<file path="src/rtl/tick_timer_pkg.sv">
package tick_timer_pkg;

  localparam logic [7:0] OFS_TCNT = 8'h00;
  localparam logic [7:0] OFS_ICNT = 8'h08;
  localparam logic [7:0] OFS_CTRL = 8'h20;
  localparam logic [7:0] OFS_STAT = 8'h30;
  localparam logic [7:0] OFS_IEN  = 8'h34;
  localparam logic [7:0] OFS_WST  = 8'h40;

  localparam int unsigned WST_TCNT = 0;
  localparam int unsigned WST_ICNT = 1;
  localparam int unsigned WST_CTRL = 3;
  localparam int unsigned WST_W    = 4;

  localparam int unsigned UPD_BIT  = 31;

  typedef struct packed {
    logic interval;
    logic int_run;
    logic tick_run;
  } ctrl_t;

endpackage

</file>
<file path="src/rtl/tick_prescaler.sv">
module tick_prescaler #(
  parameter int unsigned TICK_W = 32
) (
  input  logic              clk_i,
  input  logic              rst_ni,
  input  logic              run_i,
  input  logic [TICK_W-1:0] reload_i,
  output logic              tick_o
);

  logic [TICK_W-1:0] cnt_q;

  assign tick_o = run_i && (cnt_q == '0);

  always_ff @(posedge clk_i or negedge rst_ni) begin
    if (!rst_ni)                 cnt_q <= '0;
    else if (!run_i || tick_o)   cnt_q <= reload_i;
    else                         cnt_q <= cnt_q - 1'b1;
  end

  // a running prescaler steps down by exactly one per clock
  a_r3_presc_step: assert property (@(posedge clk_i) disable iff (!rst_ni)
    (run_i && cnt_q != '0) |=> (cnt_q == $past(cnt_q) - 1'b1));

endmodule

</file>
<file path="src/rtl/int_counter.sv">
module int_counter #(
  parameter int unsigned ICNT_W = 31
) (
  input  logic              clk_i,
  input  logic              rst_ni,
  input  logic              tick_i,
  input  logic              run_i,
  input  logic              interval_i,
  input  logic              load_i,
  input  logic [ICNT_W-1:0] commit_i,
  output logic              expire_o
);

  localparam logic [ICNT_W-1:0] ONE = ICNT_W'(1);

  logic [ICNT_W-1:0] cnt_q;
  logic              step;

  assign step     = tick_i && run_i && !load_i && (cnt_q != '0);
  assign expire_o = step && (cnt_q == ONE);

  always_ff @(posedge clk_i or negedge rst_ni) begin
    if (!rst_ni)        cnt_q <= '0;
    else if (load_i)    cnt_q <= commit_i;
    else if (expire_o)  cnt_q <= interval_i ? commit_i : '0;
    else if (step)      cnt_q <= cnt_q - 1'b1;
  end

  // one-shot expiry parks the counter at zero
  a_r5_oneshot_park: assert property (@(posedge clk_i) disable iff (!rst_ni)
    (expire_o && !interval_i) |=> (cnt_q == '0));

  // interval expiry restarts from the committed count
  a_r6_interval_reload: assert property (@(posedge clk_i) disable iff (!rst_ni)
    (expire_o && interval_i) |=> (cnt_q == $past(commit_i)));

  // committed count lands in the counter one clock after the request
  a_r4_load_next: assert property (@(posedge clk_i) disable iff (!rst_ni)
    load_i |=> (cnt_q == $past(commit_i)));

endmodule

</file>
<file path="src/rtl/tick_regs.sv">
module tick_regs
  import tick_timer_pkg::*;
#(
  parameter int unsigned ADDR_W  = 12,
  parameter int unsigned INST_ID = 0,
  parameter int unsigned TICK_W  = 32,
  parameter int unsigned ICNT_W  = 31
) (
  input  logic              clk_i,
  input  logic              rst_ni,
  input  logic              req_i,
  input  logic              we_i,
  input  logic [ADDR_W-1:0] addr_i,
  input  logic [31:0]       wdata_i,
  output logic [31:0]       rdata_o,
  input  logic              expire_i,
  output logic [TICK_W-1:0] tcnt_o,
  output logic [ICNT_W-1:0] commit_o,
  output logic              load_o,
  output ctrl_t             ctrl_o,
  output logic              status_o,
  output logic              ien_o
);

  localparam logic [31:0] BASE_ADDR = 32'h300 + 32'h100 * INST_ID;
  localparam logic [ADDR_W-9:0] BLK = BASE_ADDR[ADDR_W-1:8];

  logic              hit, wr, rd;
  logic [7:0]        ofs;
  logic              wr_tcnt, wr_icnt, wr_ctrl, wr_stat, wr_ien, wr_wst;
  logic [TICK_W-1:0] tcnt_q;
  logic [ICNT_W-1:0] commit_q;
  logic              load_q;
  ctrl_t             ctrl_q;
  logic              status_q, ien_q;
  logic [WST_W-1:0]  wst_q, wst_set;
  logic [31:0]       rmux;

  assign hit = req_i && (addr_i[ADDR_W-1:8] == BLK);
  assign ofs = addr_i[7:0];
  assign wr  = hit && we_i;
  assign rd  = hit && !we_i;

  assign wr_tcnt = wr && (ofs == OFS_TCNT);
  assign wr_icnt = wr && (ofs == OFS_ICNT);
  assign wr_ctrl = wr && (ofs == OFS_CTRL);
  assign wr_stat = wr && (ofs == OFS_STAT);
  assign wr_ien  = wr && (ofs == OFS_IEN);
  assign wr_wst  = wr && (ofs == OFS_WST);

  always_ff @(posedge clk_i or negedge rst_ni) begin
    if (!rst_ni) begin
      tcnt_q   <= '0;
      commit_q <= '0;
      load_q   <= 1'b0;
      ctrl_q   <= '0;
      ien_q    <= 1'b0;
    end else begin
      load_q <= wr_icnt && wdata_i[UPD_BIT];
      if (wr_tcnt)                     tcnt_q   <= wdata_i[TICK_W-1:0];
      if (wr_icnt && wdata_i[UPD_BIT]) commit_q <= wdata_i[ICNT_W-1:0];
      if (wr_ctrl)                     ctrl_q   <= ctrl_t'(wdata_i[2:0]);
      if (wr_ien)                      ien_q    <= wdata_i[0];
    end
  end

  // expiry outranks a same-edge clear
  always_ff @(posedge clk_i or negedge rst_ni) begin
    if (!rst_ni)                    status_q <= 1'b0;
    else if (expire_i)              status_q <= 1'b1;
    else if (wr_stat && wdata_i[0]) status_q <= 1'b0;
  end

  always_comb begin
    wst_set           = '0;
    wst_set[WST_TCNT] = wr_tcnt;
    wst_set[WST_ICNT] = wr_icnt;
    wst_set[WST_CTRL] = wr_ctrl;
  end

  for (genvar i = 0; i < WST_W; i++) begin : g_wst
    always_ff @(posedge clk_i or negedge rst_ni) begin
      if (!rst_ni)                    wst_q[i] <= 1'b0;
      else if (wst_set[i])            wst_q[i] <= 1'b1;
      else if (wr_wst && wdata_i[i])  wst_q[i] <= 1'b0;
    end
  end

  always_comb begin
    case (ofs)
      OFS_TCNT: rmux = 32'(tcnt_q);
      OFS_ICNT: rmux = 32'(commit_q);
      OFS_CTRL: rmux = 32'(ctrl_q);
      OFS_STAT: rmux = 32'(status_q);
      OFS_IEN:  rmux = 32'(ien_q);
      OFS_WST:  rmux = 32'(wst_q);
      default:  rmux = '0;
    endcase
  end

  assign rdata_o  = rd ? rmux : '0;
  assign tcnt_o   = tcnt_q;
  assign commit_o = commit_q;
  assign load_o   = load_q;
  assign ctrl_o   = ctrl_q;
  assign status_o = status_q;
  assign ien_o    = ien_q;

  // a count write without the update bit leaves the commit untouched
  a_r4_no_commit: assert property (@(posedge clk_i) disable iff (!rst_ni)
    (wr_icnt && !wdata_i[UPD_BIT]) |=> $stable(commit_q));

  // update bit never reads back
  a_r4_rd_msb: assert property (@(posedge clk_i) disable iff (!rst_ni)
    (rd && ofs == OFS_ICNT) |-> !rdata_o[UPD_BIT]);

  // expiry always leaves status set
  a_r7_stat_set: assert property (@(posedge clk_i) disable iff (!rst_ni)
    expire_i |=> status_q);

  // reload write leaves its write-status flag set
  a_r9_wst_tcnt: assert property (@(posedge clk_i) disable iff (!rst_ni)
    wr_tcnt |=> wst_q[WST_TCNT]);

  // foreign addresses read as zero
  a_r2_miss_zero: assert property (@(posedge clk_i) disable iff (!rst_ni)
    !hit |-> (rdata_o == '0));

endmodule

</file>
<file path="src/rtl/core_tick_timer.sv">
module core_tick_timer
  import tick_timer_pkg::*;
#(
  parameter int unsigned ADDR_W  = 12,
  parameter int unsigned INST_ID = 0,
  parameter int unsigned TICK_W  = 32,
  parameter int unsigned ICNT_W  = 31
) (
  input  logic              clk_i,
  input  logic              rst_ni,
  input  logic              req_i,
  input  logic              we_i,
  input  logic [ADDR_W-1:0] addr_i,
  input  logic [31:0]       wdata_i,
  output logic [31:0]       rdata_o,
  output logic              irq_o
);

  logic [TICK_W-1:0] tcnt;
  logic [ICNT_W-1:0] commit;
  logic              load, tick, expire, status, ien;
  ctrl_t             ctrl;

  tick_regs #(
    .ADDR_W (ADDR_W),
    .INST_ID(INST_ID),
    .TICK_W (TICK_W),
    .ICNT_W (ICNT_W)
  ) u_regs (
    .clk_i   (clk_i),
    .rst_ni  (rst_ni),
    .req_i   (req_i),
    .we_i    (we_i),
    .addr_i  (addr_i),
    .wdata_i (wdata_i),
    .rdata_o (rdata_o),
    .expire_i(expire),
    .tcnt_o  (tcnt),
    .commit_o(commit),
    .load_o  (load),
    .ctrl_o  (ctrl),
    .status_o(status),
    .ien_o   (ien)
  );

  tick_prescaler #(.TICK_W(TICK_W)) u_presc (
    .clk_i   (clk_i),
    .rst_ni  (rst_ni),
    .run_i   (ctrl.tick_run),
    .reload_i(tcnt),
    .tick_o  (tick)
  );

  int_counter #(.ICNT_W(ICNT_W)) u_icnt (
    .clk_i     (clk_i),
    .rst_ni    (rst_ni),
    .tick_i    (tick),
    .run_i     (ctrl.int_run),
    .interval_i(ctrl.interval),
    .load_i    (load),
    .commit_i  (commit),
    .expire_o  (expire)
  );

  assign irq_o = status && ien;

  // no expiry while the prescaler is halted
  a_r10_halt: assert property (@(posedge clk_i) disable iff (!rst_ni)
    !ctrl.tick_run |-> !expire);

  // an enabled expiry raises the line on the next clock
  a_r8_irq_raise: assert property (@(posedge clk_i) disable iff (!rst_ni)
    (expire && ien) |=> irq_o);

endmodule

</file>
<file path="config.mk">
export PLATFORM = sky130hd
export DESIGN_NAME = core_tick_timer
export DESIGN_NICKNAME = d
export VERILOG_FILES = /design/src/rtl/tick_timer_pkg.sv /design/src/rtl/tick_prescaler.sv /design/src/rtl/int_counter.sv /design/src/rtl/tick_regs.sv /design/src/rtl/core_tick_timer.sv
export SDC_FILE = /design/constraint.sdc
export NUM_CORES = 1
export LEC_CHECK = 0
export ABC_AREA = 1
export BUFFER_PORTS_ARGS = -buffer_cell sky130_fd_sc_hd__buf_4
export CORE_ASPECT_RATIO = 0.75
export CORE_MARGIN = 2
export CORE_UTILIZATION = 30
export CTS_CLUSTER_DIAMETER = 150
export DETAILED_ROUTE_END_ITERATION = 16
export SLEW_MARGIN = 20
export SYNTH_ARGS = -nofsm -noshare
export SYNTH_HDL_FRONTEND = slang
export SYNTH_SLANG_ARGS = --single-unit
</file>
<file path="constraint.sdc">
create_clock -name clk_i -period 1.7 [get_ports clk_i]
set_input_delay 0.255 -clock clk_i [delete_from_list [all_inputs] [get_ports clk_i]]
set_output_delay 0.255 -clock clk_i [all_outputs]
set_load 0.005 [all_outputs]
</file>
* Yosys cells after proc, flatten, opt, wreduce, memory -nomap -nowiden *
Cells that the tools add are included.

storage, ports and cells
  register bits = 135
  input port bits = 48
  output and inout port bits = 33
  logic and storage cells = 69

operators by class
  add/sub/neg operators = 2
  equal/unequal tests = 7
  muxes and demuxes = 15
  reduce and logical (&&, ||, !) cells = 32

operator list
  operator                                                                count
  32-bit case mux with 6 select lines                                     1
  31-bit 2-to-1 mux                                                       4
  32-bit 2-to-1 mux                                                       2
  32-bit zero test                                                        1
  32-bit by 1-bit subtractor with 32-bit output, second input constant    1
  31-bit by 1-bit equality test with 1-bit output, second input constant  1
  31-bit nonzero test                                                     1
  31-bit by 1-bit subtractor with 31-bit output, second input constant    1
  8-bit by 6-bit equality test with 1-bit output, second input constant   3
  1-bit logical AND                                                       20
  8-bit by 4-bit equality test with 1-bit output, second input constant   1
  8-bit by 7-bit equality test with 1-bit output, second input constant   1
  8-bit zero test                                                         1
  1-bit 2-to-1 mux                                                        8
  2-bit nonzero test                                                      4
  4-bit by 2-bit equality test with 1-bit output, second input constant   1
  1-bit zero test                                                         3
  3-bit nonzero test                                                      1
  1-bit logical OR                                                        1

* Depth between registers and ports, before layout *
Gate-level depths: netlist of the first run.

  word-level depth = 8
  gate-level depth with buffers = 13

* By module *
From an unflattened synthesis of the first run, not the netlist that was laid out.

unflattened totals
  cell total of the unflattened synthesis = 1326
  area total of the unflattened synthesis = 9175.0 um^2

modules (own cells, without submodules)
  module           times used  cells an instance  area each (um^2)
  tick_regs        1           502                3928.8
  int_counter      1           495                3022.9
  tick_prescaler   1           327                2215.9
  core_tick_timer  1           2                  7.5

* Least setup slack after synthesis of the first run *
Ideal clock, no wire load.

  kind = register to register
  from = register u_presc.cnt_q[0]
  to = register u_presc.cnt_q[29]
  library setup time = 0.117 ns
  arrival = 1.593 ns
  required time = 1.583 ns
  path slack = -0.011 ns
  stages on the path, launching flop included = 11
  path buffers = 1
  clock period less this slack = 1.711 ns
  cells stage by stage = dfrtp_1 > inv_1 > ha_1 > nand2_2 > nor2_4 > nand2_4 > o21ai_4 > inv_2 > buf_4 > nand3_1 > nand2_1

between the ends
  longest elaborated chain between the ends = 4
  elaborated cells on any way between the ends = 5

RTL lines
  element                                                                                line                  source
  from (decl)                                                                            tick_prescaler.sv:11  logic [TICK_W-1:0] cnt_q;
  from (signal assigned)                                                                 tick_prescaler.sv:17  else if (!run_i || tick_o) cnt_q <= reload_i;
  from (signal assigned)                                                                 tick_prescaler.sv:18  else cnt_q <= cnt_q - 1'b1;
  branches (longest 3 deep; another with 32-bit by 1-bit subtractor with 32-bit output)  --
  32-bit 2-to-1 mux (*)                                                                  tick_prescaler.sv:17

Mark *: on every way between the ends.
A chain may end at the register's enable or synchronous reset.

* Worst setup path in the final report of the first run *
  from = register u_presc.cnt_q[9]
  to = register u_presc.cnt_q[11]

The elaborated chain is that of the path after synthesis.

==> flow_metrics.env, run 1 <==
export IMPL_status="finished with violations"
export IMPL_violations="setup timing"
export IMPL_avgSynthCellArea_um2=7.10
export IMPL_grt_max_degree=38
export IMPL_gr_total_overflow=0
export IMPL_cp_max_fo=6
export IMPL_criticalPathCategory="register to register"
export IMPL_rows=53
export IMPL_finalHoldViolations=0
export IMPL_cp_arrival_ns=2.24
export IMPL_grt_usage_pct=21.9
export IMPL_syn_area_mm2=0.00859
export IMPL_dp_hpwl_um=21200
export IMPL_tightestPinTransition_ns=0.597
export IMPL_dr_pass1_iters=5
export IMPL_worstPathCellList="nor2_2, nand2_2, nor2_4, nand2_4, buf_6, o21ai_4, clkinv_4, buf_12, o21ai_2, o21ai_1"
export IMPL_power_leakage_nw=6.74
export IMPL_slew_viol_final=0
export IMPL_routed_wl_um=33100
export IMPL_synthAdderAreaFrac_pct=0.583
export IMPL_finalSetupTns_ns=-12.00
export IMPL_cts_tree="done"
export IMPL_clk_latency_ns=0.43
export IMPL_cts_buffer_depth=2
export IMPL_slew_headroom_pct=60.1
export IMPL_switchingPower_mw=1.70
export IMPL_finalCritPeriodShare_pct=113
export IMPL_seq_area_mm2=0.00338
export IMPL_ys_ff_latch=135
export IMPL_vias=9586
export IMPL_synth_compound_area_share_pct=9.50
export IMPL_muxShareOfSynthArea_pct=2.14
export IMPL_start_kind="register"
export IMPL_die_h_um=151
export IMPL_drt_iter0_drc=780
export IMPL_clk_pin_slew_ns=0.06
export IMPL_io_buffers=80
export IMPL_ioPinCount=81
export IMPL_layout_cells_most_common_list="nand2_1 (299), buf_4 (258), dfrtp_1 (133), inv_1 (110), nor2_1 (88)"
export IMPL_final_common_cell="nand2_1"
export IMPL_p_per_area_mw_per_mm2=559
export IMPL_pwr_share_comb_pct=5.4
export IMPL_fp_dieW_um=199
export IMPL_drive_above_1_share_pct=43.5
export IMPL_synth_cells=1210
export IMPL_synth_nets=1262
export IMPL_nFillCells=2648
export IMPL_pre_cts_ws_ns=-0.283
export IMPL_synth_xor_area_share_pct=2.75
export IMPL_grt_pass1_wl_um=49800
export IMPL_wl_per_cell_um=17.2
export IMPL_root_buffer="clkbuf_16"
export IMPL_start_util_pct=30.5
export IMPL_synth_top_family_by_area="simple AND/OR/NAND/NOR gates"
export IMPL_final_nets=1577
export IMPL_worst_slack_ns=-0.222
export IMPL_ys_warn_count=0
export IMPL_drv_cap=0
export IMPL_ys_seq_area_share_pct=39.3
export IMPL_seqPwrFrac_pct=42.2
export IMPL_power_mw=7.65
export IMPL_synth_area_leaders="dfrtp_1 (39%), nand2_1 (15%), nand3_1 (7.2%)"
export IMPL_core_area_mm2=0.0281
export IMPL_rsz0062_at_grt="true"
export IMPL_fin_crit_ns=1.92
export IMPL_clockPowerShare_pct=52.4
export IMPL_avgViaCountPerCell=4.99
export IMPL_max_freq_mhz=520
export IMPL_grt_antenna_before_repair=0
export IMPL_cp_end_kind="register"
export IMPL_ys_types=35
export IMPL_yosys_area_share_simple_pct=36.3
export IMPL_crit_required_ns=2.01
export IMPL_setup_viol=94
export IMPL_place_congestion=0.908
export IMPL_numCtsBuffers=17
export IMPL_critPathMaxStageDelay_ns=0.42
export IMPL_multi_input_area_mm2=0.00551
export IMPL_drcViolationCount=0
export IMPL_internal_power_mw=5.96
export IMPL_die_area_mm2=0.0300
export IMPL_placed_area_mm2=0.0108
export IMPL_cts_htree_levels=4
export IMPL_ir_worst_vdd_v=0.000612
export IMPL_yosysTopAreaCell="dfrtp_1"
export IMPL_clock_sinks=135
export IMPL_antenna_left=0
export IMPL_yosysTopAreaCellShare_pct=39.3
export IMPL_final_area_mm2=0.0137
export IMPL_skew_ns=0.0109
export IMPL_syn_to_final_growth_pct=59.4
export IMPL_sw_frac_of_total_pct=22.1
export IMPL_grt_pass1_vias=9175
export IMPL_cp_slowest_cell="dfrtp_1"
export IMPL_hold_class="input port to register"
export IMPL_antennaDiodeCount=0
## metal layers
| metal | routed length [um] | vias to the layer above | GRT usage [%] | part of all wire, % |
|---|---|---|---|---|
| met5 | 0 | - | 0 | 0 |
| met4 | 832 | 0 | 7.67 | 2.5 |
| met3 | 3070 | 63 | 5.29 | 9.3 |
| met2 | 14400 | 445 | 32.2 | 43 |
| met1 | 14800 | 4580 | 31.2 | 45 |
| li1 | - | 4498 | - | - |
## repair_timing
action,CTS,global route
buffers inserted,71,14
pin swaps,66,55
endpoints found under the hold margin,31,0
setup endpoints to repair,83,96
gates resized for setup,197,166
cloned,13,2
hold buffers,1,0
## power groups by stage
stage          Clock [mW]  Sequential [mW]  Combinational [mW]
3_3_place_gp            0             3.29               0.345
5_1_grt              4.18             3.23               0.448
3_5_place_dp            0             3.29               0.346
6_report             4.01             3.23               0.411
2_1_floorplan           0             3.29              0.0843
4_1_cts              4.05             3.23               0.397
## Yosys cell counts (all sizes together)
library cell	count
or2	2
nor3	7
o21bai	1
nand2	365
a31oi	1
clkbuf	16
xor2	19
o21ai	102
inv	129
nand3b	4
mux2	13
nand3	135
dfrtp	135
a21oi	48
o22ai	1
nor2	170
xnor2	8
buf	31
nand4	18
ha	4
nor4	1
## flip-flops by register name, indices dropped and copies added, names as in the netlist
name / count
u_regs.tcnt_o: 32
u_regs.load_o: 1
u_regs.commit_o: 31
u_regs.wst_q: 3
u_regs.ctrl_o: 3
u_regs.status_o: 1
u_regs.ien_o: 1
u_icnt.cnt_q: 31
u_presc.cnt_q: 32
## final cells by class
| class | count | share of cell area, % |
|---|---|---|
| repair inverters | 1 | 0.0823 |
| flip-flops and latches | 135 | 24.7 |
| well taps | 385 | 3.52 |
| clock buffers | 22 | 3.46 |
| inverters | 129 | 3.63 |
| multi-input cells | 900 | 40.2 |
| clock inverters | 9 | 1.08 |
| repair buffers | 341 | 23.3 |
## through the flow
| step | utilization, % | instances | hold slack [ns] |
|---|---|---|---|
| final | 48.7 | 1922 | 0.0529 |
| after global routing | 48.7 | 1922 | 0.0508 |
| after CTS | 46.1 | 1912 | 0.0301 |
| after detailed placement | 38.4 | 1797 | 0.181 |
| after global placement | 38.4 | 1797 | 0.181 |
| after floorplan | - | 1210 | -0.0406 |
## final timing paths
path,cells past startpoint,start,to,slack (ns)
worst max-delay path,10,u_presc.cnt_q[9],u_presc.cnt_q[11],-0.22
worst min-delay path,3,wdata_i[30],u_regs.commit_o[30],0.05
worst max register to register,10,u_presc.cnt_q[9],u_presc.cnt_q[11],-0.22
worst min register to register,2,u_regs.tcnt_o[31],u_regs.tcnt_o[31],0.49
max in group asynchronous,3,rst_ni,u_regs.commit_o[0],0.86
min in group asynchronous,2,rst_ni,u_regs.tcnt_o[28],0.30
## kinds of logic (layout without fill, tap and decap cells)
group / count (synthesis) / count (layout)
compound gates: 153 / 153
xor+xnor: 27 / 27
fa+ha+maj: 4 / 4
buf+inv: 176 / 502
flops: 135 / 135
mux: 13 / 13
simple gates: 702 / 703
## worst max-delay path, delay by kind of cell, from the launching register on
| kind | cells | cell delay [ns] |
|---|---|---|
| AOI/OAI and AO/OA | 3 | 0.36 |
| buffers and inverters | 3 | 0.51 |
| DFF | 1 | 0.42 |
| and+or+nand+nor | 4 | 0.52 |
No activity file was read; power rests on OpenSTA's default activity.
==> run 2: changes to the inputs <==
--- a/config.mk
+++ b/config.mk
@@ -9,5 +9,5 @@
 export BUFFER_PORTS_ARGS = -buffer_cell sky130_fd_sc_hd__buf_4
 export CORE_ASPECT_RATIO = 0.75
-export CORE_MARGIN = 2
+export CORE_MARGIN = 1.5
 export CORE_UTILIZATION = 30
 export CTS_CLUSTER_DIAMETER = 150
==> constraint.sdc (replaced) <==
create_clock -name clk_i -period 1.7 [get_ports clk_i]
set_input_delay 0.085 -clock clk_i [delete_from_list [all_inputs] [get_ports clk_i]]
set_output_delay 0.085 -clock clk_i [all_outputs]
set_load 0.005 [all_outputs]
==> flow_metrics.env, run 2 (synthesized netlist as in run 1, its figures left out) <==
export IMPL_drive_above_1_share_pct=36.7
export IMPL_numCtsBuffers=17
export IMPL_worst_slack_ns=-0.0912
export IMPL_root_buffer="clkbuf_16"
export IMPL_slew_viol_final=0
export IMPL_multi_input_area_mm2=0.00513
export IMPL_grt_pass1_vias=8658
export IMPL_final_nets=1549
export IMPL_skew_ns=0.0101
export IMPL_status="finished with violations"
export IMPL_r2r_setup_slack_ns=-0.09
export IMPL_core_area_mm2=0.0281
export IMPL_grt_pass1_wl_um=46600
export IMPL_crit_path_frequent_cell="nor2_4"
export IMPL_start_util_pct=30.6
export IMPL_rows=53
export IMPL_cp_slowest_cell="dfrtp_1"
export IMPL_fin_crit_ns=1.79
export IMPL_r2r_start="u_presc.cnt_q[10]"
export IMPL_antenna_left=0
export IMPL_cts_htree_levels=4
export IMPL_hold_class="input port to register"
export IMPL_ioPinCount=81
export IMPL_drt_iter0_drc=746
export IMPL_rr_worst_depth=12
export IMPL_avgViaCountPerCell=4.88
export IMPL_finalSetupTns_ns=-1.10
export IMPL_setup_viol=41
export IMPL_p_per_area_mw_per_mm2=595
export IMPL_power_leakage_nw=6.40
export IMPL_crit_required_ns=2.02
export IMPL_die_h_um=150
export IMPL_wl_per_cell_um=16.6
export IMPL_cp_top_family="simple AND/OR/NAND/NOR gates"
export IMPL_drcViolationCount=0
export IMPL_cp_arrival_ns=2.11
export IMPL_cp_max_fo=8
export IMPL_syn_to_final_growth_pct=50.7
export IMPL_layout_cells_most_common_list="nand2_1 (320), buf_4 (245), dfrtp_1 (129), inv_1 (114), nand3_1 (97)"
export IMPL_vias=9241
export IMPL_timing_rr_end="u_icnt.cnt_q[18]"
export IMPL_seq_area_mm2=0.00339
export IMPL_path_depth=12
export IMPL_hold_depth=5
export IMPL_cts_tree="done"
export IMPL_fp_dieW_um=198
export IMPL_cts_buffer_depth=2
export IMPL_drv_cap=0
export IMPL_final_common_cell="nand2_1"
export IMPL_grt_usage_pct=20.5
export IMPL_cp_end_kind="register"
export IMPL_grt_antenna_before_repair=0
export IMPL_crit_start="u_presc.cnt_q[10]"
export IMPL_io_buffers=80
export IMPL_rsz0062_at_grt="true"
export IMPL_die_area_mm2=0.0297
export IMPL_dp_hpwl_um=21400
export IMPL_antennaDiodeCount=0
export IMPL_clock_sinks=135
export IMPL_clk_latency_ns=0.43
export IMPL_path_buf_inv=3
export IMPL_slew_headroom_pct=62.7
export IMPL_finalHoldViolations=0
export IMPL_endpoint="u_icnt.cnt_q[18]"
export IMPL_worstPathCellList="buf_6, nor2_4, nand2_2, nor2_4, nand2_4, nor2_4, nand3_4, clkbuf_16, nand3_2, nand2_1, inv_2, nand2_1"
export IMPL_start_kind="register"
export IMPL_critPathMaxStageDelay_ns=0.40
export IMPL_clk_pin_slew_ns=0.06
export IMPL_ir_worst_vdd_v=0.000641
export IMPL_gr_total_overflow=0
export IMPL_place_congestion=0.903
export IMPL_whs_ns=0.107
export IMPL_criticalPathCategory="register to register"
export IMPL_finalCritPeriodShare_pct=105
export IMPL_tightestPinTransition_ns=0.559
export IMPL_routed_wl_um=31500
export IMPL_violations="setup timing"
export IMPL_max_freq_mhz=558
export IMPL_nFillCells=2754
export IMPL_grt_max_degree=49
export IMPL_dr_pass1_iters=6
==> run 2: area by class of cell <==
type / instances / area share (%)
sequential: 135 / 26.2
clock buffer: 21 / 3.56
timing repair buffer: 314 / 21.8
tap: 385 / 3.72
clock inverter: 11 / 1.32
inverter: 129 / 3.76
multi-input combinational: 900 / 39.6
==> run 2: how the worst min path moves through the flow <==
stage,start,end,slack (ns)
final,addr_i[11],u_regs.status_o,0.11
after detailed placement,rst_ni,u_presc.cnt_q[29],0.09
after global placement,rst_ni,u_presc.cnt_q[28],0.09
after floorplan,rst_ni,u_icnt.cnt_q[0],-0.21
after CTS,addr_i[11],u_regs.status_o,0.09
after global routing,req_i,u_regs.status_o,0.13
==> run 2: through the flow <==
stage          power (mW)  instances  cell area (um^2)  worst slack (ns)  utilization, %
2_1_floorplan        3.37       1210              8590            0.0187               -
3_3_place_gp         3.62       1792             10800            -0.321            38.3
3_5_place_dp         3.63       1792             10800            -0.352            38.3
4_1_cts              7.72       1871             12000           -0.0563            42.7
5_1_grt              7.90       1895             12900            -0.159            46.1
6_report             7.70       1895             12900           -0.0912            46.1
==> run 2: tightest hold or removal path, stage by stage <==
cell	delay (ns)
buf_4	0.08
nor3_2	0.04
nand3_1	0.12
o21ai_0	0.11
nand2_1	0.06
==> run 2: routing by layer <==
| layer | track usage (%) | vias up | wire, um |
|---|---|---|---|
| li1 | - | 4443 | - |
| met1 | 30.0 | 4401 | 14800 |
| met2 | 30.1 | 356 | 13800 |
| met3 | 4.01 | 41 | 2290 |
| met4 | 6.34 | 0 | 587 |
| met5 | 0 | - | 0 |
==> run 2: timing repair <==
item / CTS / global route
pin swaps: 5 / 61
endpoints found under the setup margin: 59 / 83
hold buffers: 32 / 0
gates resized for setup: 40 / 175
endpoints found under the hold margin: 109 / 0
buffers inserted: 13 / 17
cloned: 2 / 8
==> run 2: power breakdown <==
group          internal (mW)  switching, mW  leakage [nW]
combinational          0.197          0.231          4.47
sequential              3.22        0.00675          1.63
clock                   2.54           1.51         0.304
